===== src/rtl/ref_prediv_pkg.sv =====
package ref_prediv_pkg;

    localparam int NUM_LANES    = 3;
    localparam int NUM_DIFF_GRP = 2;
    localparam int CFG_W        = 8;
    localparam int CODE_W       = 4;
    localparam int RATIO_W      = 16;

    // Configuration byte layout: [7] divide-by-N, [6] lock to 8 kHz,
    // [5:4] reserved, [3:0] spot frequency code.
    typedef struct packed {
        logic              divn;
        logic              lock8k;
        logic [1:0]        rsvd;
        logic [CODE_W-1:0] code;
    } freq_cfg_t;

    typedef enum logic [1:0] {
        MODE_PASS   = 2'd0,
        MODE_LOCK8K = 2'd1,
        MODE_DIVN   = 2'd2
    } div_mode_e;

    // Divide-by-N wins over lock-to-8k.
    function automatic div_mode_e pick_mode(freq_cfg_t c);
        if (c.divn)   return MODE_DIVN;
        if (c.lock8k) return MODE_LOCK8K;
        return MODE_PASS;
    endfunction

    // Ratio that brings a spot frequency down to 8 kHz.
    function automatic logic [RATIO_W-1:0] spot_ratio(logic [CODE_W-1:0] code);
        logic [RATIO_W-1:0] r;
        case (code)
            4'd1:    r = RATIO_W'(193);
            4'd2:    r = RATIO_W'(256);
            4'd3:    r = RATIO_W'(810);
            4'd4:    r = RATIO_W'(2430);
            4'd5:    r = RATIO_W'(3240);
            4'd6:    r = RATIO_W'(4860);
            4'd7:    r = RATIO_W'(6480);
            4'd8:    r = RATIO_W'(9720);
            4'd9:    r = RATIO_W'(19440);
            default: r = RATIO_W'(1);
        endcase
        return r;
    endfunction

endpackage


===== src/rtl/ref_prediv_srcsel.sv =====
module ref_prediv_srcsel (
    input  logic se_i,
    input  logic diff_i,
    input  logic use_diff_i,
    output logic src_o
);
    always_comb begin
        src_o = use_diff_i ? diff_i : se_i;
    end
endmodule


===== src/rtl/ref_prediv_lane.sv =====
module ref_prediv_lane
    import ref_prediv_pkg::*;
#(
    parameter int N_W = 16
) (
    input  logic           clk,
    input  logic           rst,
    input  logic           src_i,
    input  logic           sel_i,
    input  freq_cfg_t      cfg_i,
    input  logic [N_W-1:0] n_i,
    output logic           evt_o
);
    localparam int CW = (N_W > RATIO_W) ? N_W : RATIO_W;

    typedef struct packed {
        logic              divn;
        logic              lock8k;
        logic [CODE_W-1:0] code;
        logic [N_W-1:0]    n;
        logic              sel;
    } lane_key_t;

    div_mode_e  mode;
    logic [CW-1:0] ratio;
    logic [CW-1:0] cnt_q;
    lane_key_t  key_d;
    lane_key_t  key_q;
    logic       src_q;
    logic       src_edge;
    logic       cfg_chg;
    logic       at_last;
    logic [1:0] rsvd_unused;

    assign rsvd_unused = cfg_i.rsvd;

    always_comb begin
        mode = pick_mode(cfg_i);
        case (mode)
            MODE_DIVN:   ratio = (n_i == '0) ? CW'(1) : CW'(n_i);
            MODE_LOCK8K: ratio = CW'(spot_ratio(cfg_i.code));
            default:     ratio = CW'(1);
        endcase
    end

    always_comb begin
        key_d.divn   = cfg_i.divn;
        key_d.lock8k = cfg_i.lock8k;
        key_d.code   = cfg_i.code;
        key_d.n      = n_i;
        key_d.sel    = sel_i;
    end

    assign cfg_chg  = (key_d != key_q);
    assign src_edge = src_i & ~src_q;
    assign at_last  = (cnt_q == ratio - CW'(1));

    always_ff @(posedge clk) begin
        if (rst) begin
            src_q <= 1'b0;
            key_q <= '0;
            cnt_q <= '0;
            evt_o <= 1'b0;
        end else begin
            src_q <= src_i;
            key_q <= key_d;
            evt_o <= 1'b0;
            if (cfg_chg) begin
                cnt_q <= '0;
            end else if (src_edge) begin
                if (at_last) begin
                    cnt_q <= '0;
                    evt_o <= 1'b1;
                end else begin
                    cnt_q <= cnt_q + CW'(1);
                end
            end
        end
    end


    evt_wraps_cnt_chk: assert property (@(posedge clk) disable iff (rst)
        evt_o |-> (cnt_q == '0));


    cnt_in_range_chk: assert property (@(posedge clk) disable iff (rst)
        !cfg_chg |-> (cnt_q < ratio));


    chg_restarts_chk: assert property (@(posedge clk) disable iff (rst)
        cfg_chg |=> ((cnt_q == '0) && !evt_o));


    evt_has_edge_chk: assert property (@(posedge clk) disable iff (rst)
        evt_o |-> $past(src_edge && !cfg_chg));

endmodule


===== src/rtl/ref_prediv.sv =====
module ref_prediv
    import ref_prediv_pkg::*;
#(
    parameter int N_W = 16
) (
    input  logic                             clk,
    input  logic                             rst,
    input  logic                             g1_se_i,
    input  logic                             g1_diff_i,
    input  logic                             g2_se_i,
    input  logic                             g2_diff_i,
    input  logic                             g3_se_i,
    input  logic                             g1_use_diff_i,
    input  logic                             g2_use_diff_i,
    input  logic [NUM_LANES-1:0][CFG_W-1:0]  freq_cfg_i,
    input  logic [NUM_LANES-1:0][N_W-1:0]    n_ratio_i,
    output logic [NUM_LANES-1:0]             cmp_evt_o
);
    logic [NUM_LANES-1:0]    se_v;
    logic [NUM_DIFF_GRP-1:0] diff_v;
    logic [NUM_DIFF_GRP-1:0] use_diff_v;
    logic [NUM_LANES-1:0]    src_v;
    logic [NUM_LANES-1:0]    sel_v;

    assign se_v       = {g3_se_i, g2_se_i, g1_se_i};
    assign diff_v     = {g2_diff_i, g1_diff_i};
    assign use_diff_v = {g2_use_diff_i, g1_use_diff_i};

    for (genvar g = 0; g < NUM_LANES; g++) begin : g_lane
        if (g < NUM_DIFF_GRP) begin : g_pair
            ref_prediv_srcsel u_sel (
                .se_i       (se_v[g]),
                .diff_i     (diff_v[g]),
                .use_diff_i (use_diff_v[g]),
                .src_o      (src_v[g])
            );
            assign sel_v[g] = use_diff_v[g];
        end else begin : g_single
            assign src_v[g] = se_v[g];
            assign sel_v[g] = 1'b0;
        end

        ref_prediv_lane #(.N_W(N_W)) u_lane (
            .clk   (clk),
            .rst   (rst),
            .src_i (src_v[g]),
            .sel_i (sel_v[g]),
            .cfg_i (freq_cfg_t'(freq_cfg_i[g])),
            .n_i   (n_ratio_i[g]),
            .evt_o (cmp_evt_o[g])
        );
    end

endmodule


===== config.mk =====
export PLATFORM = sky130hd
export DESIGN_NAME = ref_prediv
export DESIGN_NICKNAME = d
export VERILOG_FILES = /design/src/rtl/ref_prediv_pkg.sv /design/src/rtl/ref_prediv_srcsel.sv /design/src/rtl/ref_prediv_lane.sv /design/src/rtl/ref_prediv.sv
export SDC_FILE = /design/constraint.sdc
export NUM_CORES = 1
export LEC_CHECK = 0
export ABC_CLOCK_PERIOD_IN_PS = 9000
export BUFFER_PORTS_ARGS = -buffer_cell sky130_fd_sc_hd__buf_4
export CAP_MARGIN = 20
export CORE_MARGIN = 3
export CORE_UTILIZATION = 35
export DETAILED_ROUTE_END_ITERATION = 16
export GPL_TIMING_DRIVEN = 0
export SLEW_MARGIN = 0
export SYNTH_ARGS = -nofsm -noshare
export SYNTH_HDL_FRONTEND = slang
export SYNTH_SLANG_ARGS = --single-unit

===== constraint.sdc =====
create_clock -name clk -period 9 [get_ports clk]
set_input_delay 0 -clock clk [delete_from_list [all_inputs] [get_ports clk]]
set_output_delay 0 -clock clk [all_outputs]
set_load 0.01 [all_outputs]

==> flow_metrics.env, run 1 <==
export IMPL_outcome="finished, final reports clean"
export IMPL_h_tree_depth=4
export IMPL_start_util_pct=35.81
export IMPL_power_leakage_uw=0.003885
export IMPL_r2r_slack_ns=6.43
export IMPL_yosysSeqAreaShare_pct=29.94
export IMPL_crit_required_ns=9.31
export IMPL_tns_ns=0
export IMPL_routed_via_count=7601
export IMPL_min_from="freq_cfg_i[9]"
export IMPL_synth_top_area_share_pct=29.94
export IMPL_wl_per_cell_um=15.89
export IMPL_maxCapViolCount=0
export IMPL_rsz0062_at_grt="no"
export IMPL_max_freq_mhz=244.7
export IMPL_drt_total_wl_mm=23.17
export IMPL_synth_main_ff_cell="dfxtp_1"
export IMPL_viasPerCell=5.213
export IMPL_numPortBuffers=74
export IMPL_syn_inst=974
export IMPL_final_common_cell="dfxtp_1"
export IMPL_crit_path_end_kind="flop"
export IMPL_grt_use_total_pct=18.64
export IMPL_syn_area_sq_mm=0.008158
export IMPL_die_y_um=158.7
export IMPL_endpoint="g_lane[1].u_lane.cnt_q[9]"
export IMPL_synth_top_area_cell="dfxtp_1"
export IMPL_drtIter0Drc=475
export IMPL_grt_pass1_vias=7382
export IMPL_first_pass_iters=5
export IMPL_worst_slew_pin_slew_ns=0.9825
export IMPL_hp_class="input pin to flop"
export IMPL_relSlewSlack_pct=33.67
export IMPL_ioPinCount=84
export IMPL_period_needed_ns=4.087
export IMPL_drive_gt1_share_pct=13.65
export IMPL_ys_ff_latch=122
export IMPL_antenna_found_initial=1
export IMPL_syn_avg_cell_area_sq_um=8.376
export IMPL_finalWorstSetupSlack_ns=4.913
export IMPL_core_area_sq_mm=0.02278
export IMPL_dieArea_sq_mm=0.02518
export IMPL_drcViolationCount=0
export IMPL_reg2reg_to="g_lane[0].u_lane.cnt_q[13]"
export IMPL_cts_setup_buffers=0
export IMPL_cp_max_fo=10
export IMPL_syn_to_final_growth_pct=27.15
export IMPL_async_reset_ff_share_pct=0
export IMPL_final_cell_mix="122 x dfxtp_1, 97 x xnor2_1, 84 x nor2_1"
export IMPL_cp_startpoint="freq_cfg_i[8]"
export IMPL_synth_edf_count=0
export IMPL_drv_slew=0
export IMPL_rr_startpoint="g_lane[0].u_lane.cnt_q[3]"
export IMPL_synth_warnings=0
export IMPL_numClockSinks=122
export IMPL_grt_pass1_wl_mm=37.45
export IMPL_postPlaceCellArea_sq_mm=0.009105
export IMPL_cp_arrival_ns=4.39
export IMPL_drtAntennaViolNets=0
export IMPL_power_density_mw_per_mm2=152.6
export IMPL_setup_violations=0
export IMPL_clockRootBuffer="clkbuf_16"
export IMPL_grt_max_degree=17
export IMPL_crit_type="input pin to flop"
export IMPL_ctsLongestPathBuffers=2
export IMPL_hold_violations=0
export IMPL_fin_skew_ns=0.01214
export IMPL_synthTopCellsByArea="dfxtp_1 30%, xnor2_1 10%, xor2_1 7.5%, nor2b_1 5.6%, ha_1 4.1%"
export IMPL_place_gp_congestion=0.9084
export IMPL_clkSlewWorstSetupHoldPaths_ns=0.06
export IMPL_cts_tree="built"
export IMPL_postLayoutCellArea_sq_mm=0.01037
export IMPL_pre_cts_slack_ns=5.007
export IMPL_num_rows=55
export IMPL_overflow=0
export IMPL_dp_hpwl_mm=17.17
export IMPL_synth_cell_type_count=80
export IMPL_syn_nets=1082
export IMPL_nNetsFinal=1238
export IMPL_numCtsBuffers=17
export IMPL_reg2reg_depth=9
export IMPL_clkLatencyLatePin_ns=0.42
export IMPL_ir_worst_vdd_uv=106.1
export IMPL_startpoint_type="input pin"
export IMPL_die_w_um=158.7
export IMPL_period_share_pct=45.41
[sequential cells by signal, indices dropped and copies added, names as in the netlist]
register	count
g_lane.u_lane.cnt_q	48
g_lane.u_lane.evt_o	3
g_lane.u_lane.key_q	68
g_lane.u_lane.src_q	3
[worst max-delay path: stages]
cell and delay, ns:
dlygate4sd3_1 0.53, buf_4 0.17, inv_1 0.10, ha_1 0.27
mux2_2 0.28, a22oi_1 0.27, ha_1 0.27, o311ai_0 0.33
a221oi_1 0.40, xnor3_1 0.37, nor4_1 0.31, nand4_1 0.14
nor4_1 0.38, nand4_1 0.19, nand2b_2 0.18, buf_6 0.16
nor2_1 0.05
[worst min-delay path by stage]
stage / to / slack (ns) / cells after the start
after detailed placement: g_lane[2].u_lane.src_q / 0.25 / 2
after CTS: g_lane[1].u_lane.key_q[18] / 0.006 / 3
after global routing: g_lane[1].u_lane.key_q[18] / 0.05 / 3
after global placement: g_lane[2].u_lane.src_q / 0.23 / 2
final: g_lane[1].u_lane.key_q[18] / 0.02 / 3
after floorplan: g_lane[0].u_lane.key_q[0] / 0.13 / 1
[report_power, final]
part / internal [uW] / switching (uW) / total, uW
sequential: 557 / 6.94 / 564
clock: 473 / 266 / 739
combinational: 130 / 150 / 280
[kinds of logic after synthesis]
kind of cell | after synthesis | share of synthesized area [%]
simple gates | 432 | 29.75
mux | 12 | 1.549
buf+inv | 59 | 3.390
compound gates | 153 | 12.75
fa+ha+maj | 27 | 4.141
flops | 122 | 29.94
xor+xnor | 169 | 18.48
[metrics by stage]
stage	total power, uW	cells	hold WS [ns]	util, %
final	1583	1458	0.01657	45.54
after global routing	1650	1457	0.05493	45.53
after CTS	1593	1456	0.006273	45.52
after detailed placement	829.9	1361	0.2486	39.97
after global placement	827.9	1361	0.2334	39.97
after floorplan	741.4	974	0.1282	-
[cells in the mapped netlist (all sizes together), types with 4 or more instances]
master,count
a211oi,8
a21oi,29
a22oi,4
a31oi,4
a32oi,4
a41oi,4
and2,7
and3,10
buf,24
clkbuf,20
dfxtp,122
ha,27
inv,15
mux2,5
mux2i,7
nand2,60
nand2b,19
nand3,31
nand3b,12
nand4,43
nor2,84
nor2b,74
nor3,22
nor3b,9
nor4,28
nor4b,4
o211ai,4
o21ai,46
o21bai,4
o31a,4
o31ai,6
or2,5
or3b,6
or4,6
xnor2,97
xor2,70
[cell type report]
cell class,instances,area [sq um]
antenna,2,5.005
buffer,44,220.2
clock buffer,19,442.9
clock inverter,13,188.9
fill,2247,12410
inverter,15,56.30
multi-input combinational,793,5439
sequential,122,2442
tap,313,391.6
timing repair buffer,137,1186
[layer usage]
layer  wire length (um)  GRT usage (%)
met4                595          7.251
met5                  0              0
met1              10600          24.38
met3               1126          3.235
met2              10860          30.62
[timing repair]
item,4_1_cts,5_1_grt
gates resized for setup,0,0
setup endpoints to repair,0,0
endpoints found under the hold margin,62,0
hold buffers,63,0
Power figures use the tool's default switching activity.
==> inputs of run 2 (changes only) <==
--- a/config.mk
+++ b/config.mk
@@ -5,7 +5,7 @@
 export SDC_FILE = /design/constraint.sdc
 export NUM_CORES = 1
 export LEC_CHECK = 0
-export ABC_CLOCK_PERIOD_IN_PS = 9000
+export ABC_CLOCK_PERIOD_IN_PS = 4000
 export BUFFER_PORTS_ARGS = -buffer_cell sky130_fd_sc_hd__buf_4
 export CAP_MARGIN = 20
 export CORE_MARGIN = 3
==> constraint.sdc (replaced) <==
create_clock -name clk -period 4 [get_ports clk]
set_input_delay 0 -clock clk [delete_from_list [all_inputs] [get_ports clk]]
set_output_delay 0 -clock clk [all_outputs]
set_load 0.01 [all_outputs]
==> flow_metrics.env, run 2 (same netlist as run 1, synthesis figures left out) <==
export IMPL_outcome="finished, final reports clean"
export IMPL_startpoint_type="input pin"
export IMPL_reg_top3="g_lane.u_lane.key_q: 68 flops, g_lane.u_lane.cnt_q: 48 flops"
export IMPL_dp_hpwl_mm=17.17
export IMPL_worst_path_most_repeated_cell="buf_4"
export IMPL_power_leakage_uw=0.003893
export IMPL_max_freq_mhz=270.0
export IMPL_switchingPower_uw=948.9
export IMPL_syn_to_final_growth_pct=27.41
export IMPL_maxCapViolCount=0
export IMPL_clkLatencyLatePin_ns=0.42
export IMPL_power_density_mw_per_mm2=342.6
export IMPL_regMostFlops="g_lane.u_lane.key_q"
export IMPL_multi_input_area_sq_mm=0.005451
export IMPL_hp_class="input pin to flop"
export IMPL_crit_type="input pin to flop"
export IMPL_grt_pass1_vias=7389
export IMPL_ctsLongestPathBuffers=2
export IMPL_grt_use_total_pct=18.63
export IMPL_fin_skew_ns=0.01167
export IMPL_drcViolationCount=0
export IMPL_period_share_pct=92.58
export IMPL_tns_ns=0
export IMPL_largest_reg_flops=68
export IMPL_first_pass_iters=4
export IMPL_worst_slew_pin_slew_ns=0.9145
export IMPL_grt_pass1_wl_mm=37.44
export IMPL_comb_power_share_pct=17.7
export IMPL_hold_violations=0
export IMPL_cts_tree="built"
export IMPL_numClockSinks=122
export IMPL_nNetsFinal=1239
export IMPL_numPortBuffers=74
export IMPL_seqCellArea_sq_mm=0.002442
export IMPL_clkPwrFrac_pct=46.6
export IMPL_place_gp_congestion=0.9084
export IMPL_setup_violations=0
export IMPL_fillers=2245
export IMPL_core_area_sq_mm=0.02278
export IMPL_final_cell_mix="122 x dfxtp_1, 97 x xnor2_1, 84 x nor2_1"
export IMPL_cp_max_fo=10
export IMPL_power_uw=3561
export IMPL_die_w_um=158.7
export IMPL_ioPinCount=84
export IMPL_worstPathCellList="dlygate4sd3_1 > buf_4 > or4_1 > nor4_1 > a311o_1 > nand2_1 > ha_1 > xor2_1 > o21ai_0 > nor3_1 > o221ai_1 > nor4b_1 > o2111ai_2 > o21bai_2 > buf_4 > nor2_1"
export IMPL_routed_via_count=7553
export IMPL_postLayoutCellArea_sq_mm=0.01039
export IMPL_die_y_um=158.7
export IMPL_internal_power_uw=2612
export IMPL_cp_slowest_cell="dlygate4sd3_1"
export IMPL_ir_worst_vdd_uv=235.8
export IMPL_period_needed_ns=3.703
export IMPL_antenna_found_initial=1
export IMPL_clkSlewWorstSetupHoldPaths_ns=0.06
export IMPL_num_rows=55
export IMPL_wl_per_cell_um=15.90
export IMPL_clockRootBuffer="clkbuf_16"
export IMPL_drtIter0Drc=504
export IMPL_h_tree_depth=4
export IMPL_crit_path_end_kind="flop"
export IMPL_crit_required_ns=4.32
export IMPL_rsz0062_at_grt="no"
export IMPL_grt_max_degree=17
export IMPL_postPlaceCellArea_sq_mm=0.009105
export IMPL_numCtsBuffers=17
export IMPL_overflow=0
export IMPL_max_stage_delay_ns=0.54
export IMPL_drv_slew=0
export IMPL_viasPerCell=5.177
export IMPL_drtAntennaViolNets=0
export IMPL_drive_gt1_share_pct=13.99
export IMPL_final_util_pct=45.63
export IMPL_final_common_cell="dfxtp_1"
export IMPL_relSlewSlack_pct=39.03
export IMPL_power_frac_seq_pct=35.7
export IMPL_p_sw_share_pct=26.65
export IMPL_drt_total_wl_mm=23.20
export IMPL_start_util_pct=35.81
export IMPL_dieArea_sq_mm=0.02518
export IMPL_cp_arrival_ns=4.02
[run 2: cell types whose count changed in the layout (fill, tap and decap cells not counted), sizes merged]
| cell | before | now |
|---|---|---|
| buf | 98 | 99 |
[run 2: repair_timing]
action | in CTS | in global routing
gates resized for setup | 0 | 5
endpoints found under the hold margin | 62 | 0
setup endpoints to repair | 0 | 19
hold buffers | 63 | 0
buffers inserted | 0 | 1
[run 2: final timing paths]
path,slack [ns],startpoint,endpoint,depth (start not counted)
max,0.30,n_ratio_i[34],g_lane[2].u_lane.cnt_q[13],16
min,0.02,freq_cfg_i[9],g_lane[1].u_lane.key_q[18],3
max reg2reg,1.44,g_lane[0].u_lane.cnt_q[3],g_lane[0].u_lane.cnt_q[13],9
min reg2reg,0.52,g_lane[2].u_lane.cnt_q[1],g_lane[2].u_lane.cnt_q[1],2
[run 2: layer usage]
metal | GRT usage, % | vias up | part of all wire, %
li1 | - | 3758 | -
met1 | 24.40 | 3539 | 46
met2 | 30.51 | 215 | 47
met3 | 3.235 | 41 | 4.9
met4 | 7.374 | 0 | 2.4
met5 | 0 | - | 0
[run 2: through the flow]
step           cells  worst slack (ns)  hold WS (ns)
3_5_place_dp    1361          0.007291        0.2486
4_1_cts         1456            0.3218      0.006273
3_3_place_gp    1361          -0.03236        0.2334
2_1_floorplan    974            0.7527        0.1282
6_report        1459            0.2968       0.01874
5_1_grt         1458           0.04350       0.05444
[run 2: power groups by stage]
stage | Clock, uW | Combinational, uW | Sequential (uW)
after floorplan | 0 | 374 | 1290
after global placement | 0 | 567 | 1300
after detailed placement | 0 | 571 | 1300
after CTS | 1690 | 625 | 1270
after global routing | 1750 | 690 | 1270
final | 1660 | 632 | 1270
[run 2: critical path, delay by kind of cell]
family | cells | cell delay, ns
AOI/OAI and AO/OA | 5 | 1.11
xor gates and xnor gates | 1 | 0.22
buffers and inverters | 3 | 0.93
adders and majority gates | 1 | 0.31
and+or+nand+nor | 6 | 1.46
[run 2: area by class of cell]
type / instances / area share [%]
clock buffers: 19 / 4.261
inverters: 15 / 0.5417
flip-flops and latches: 122 / 23.50
plain buffers: 44 / 2.131
clock inverters: 13 / 1.818
multi-input cells: 793 / 52.45
well taps: 313 / 3.768
repair buffers: 138 / 11.48
diodes: 2 / 0.04815
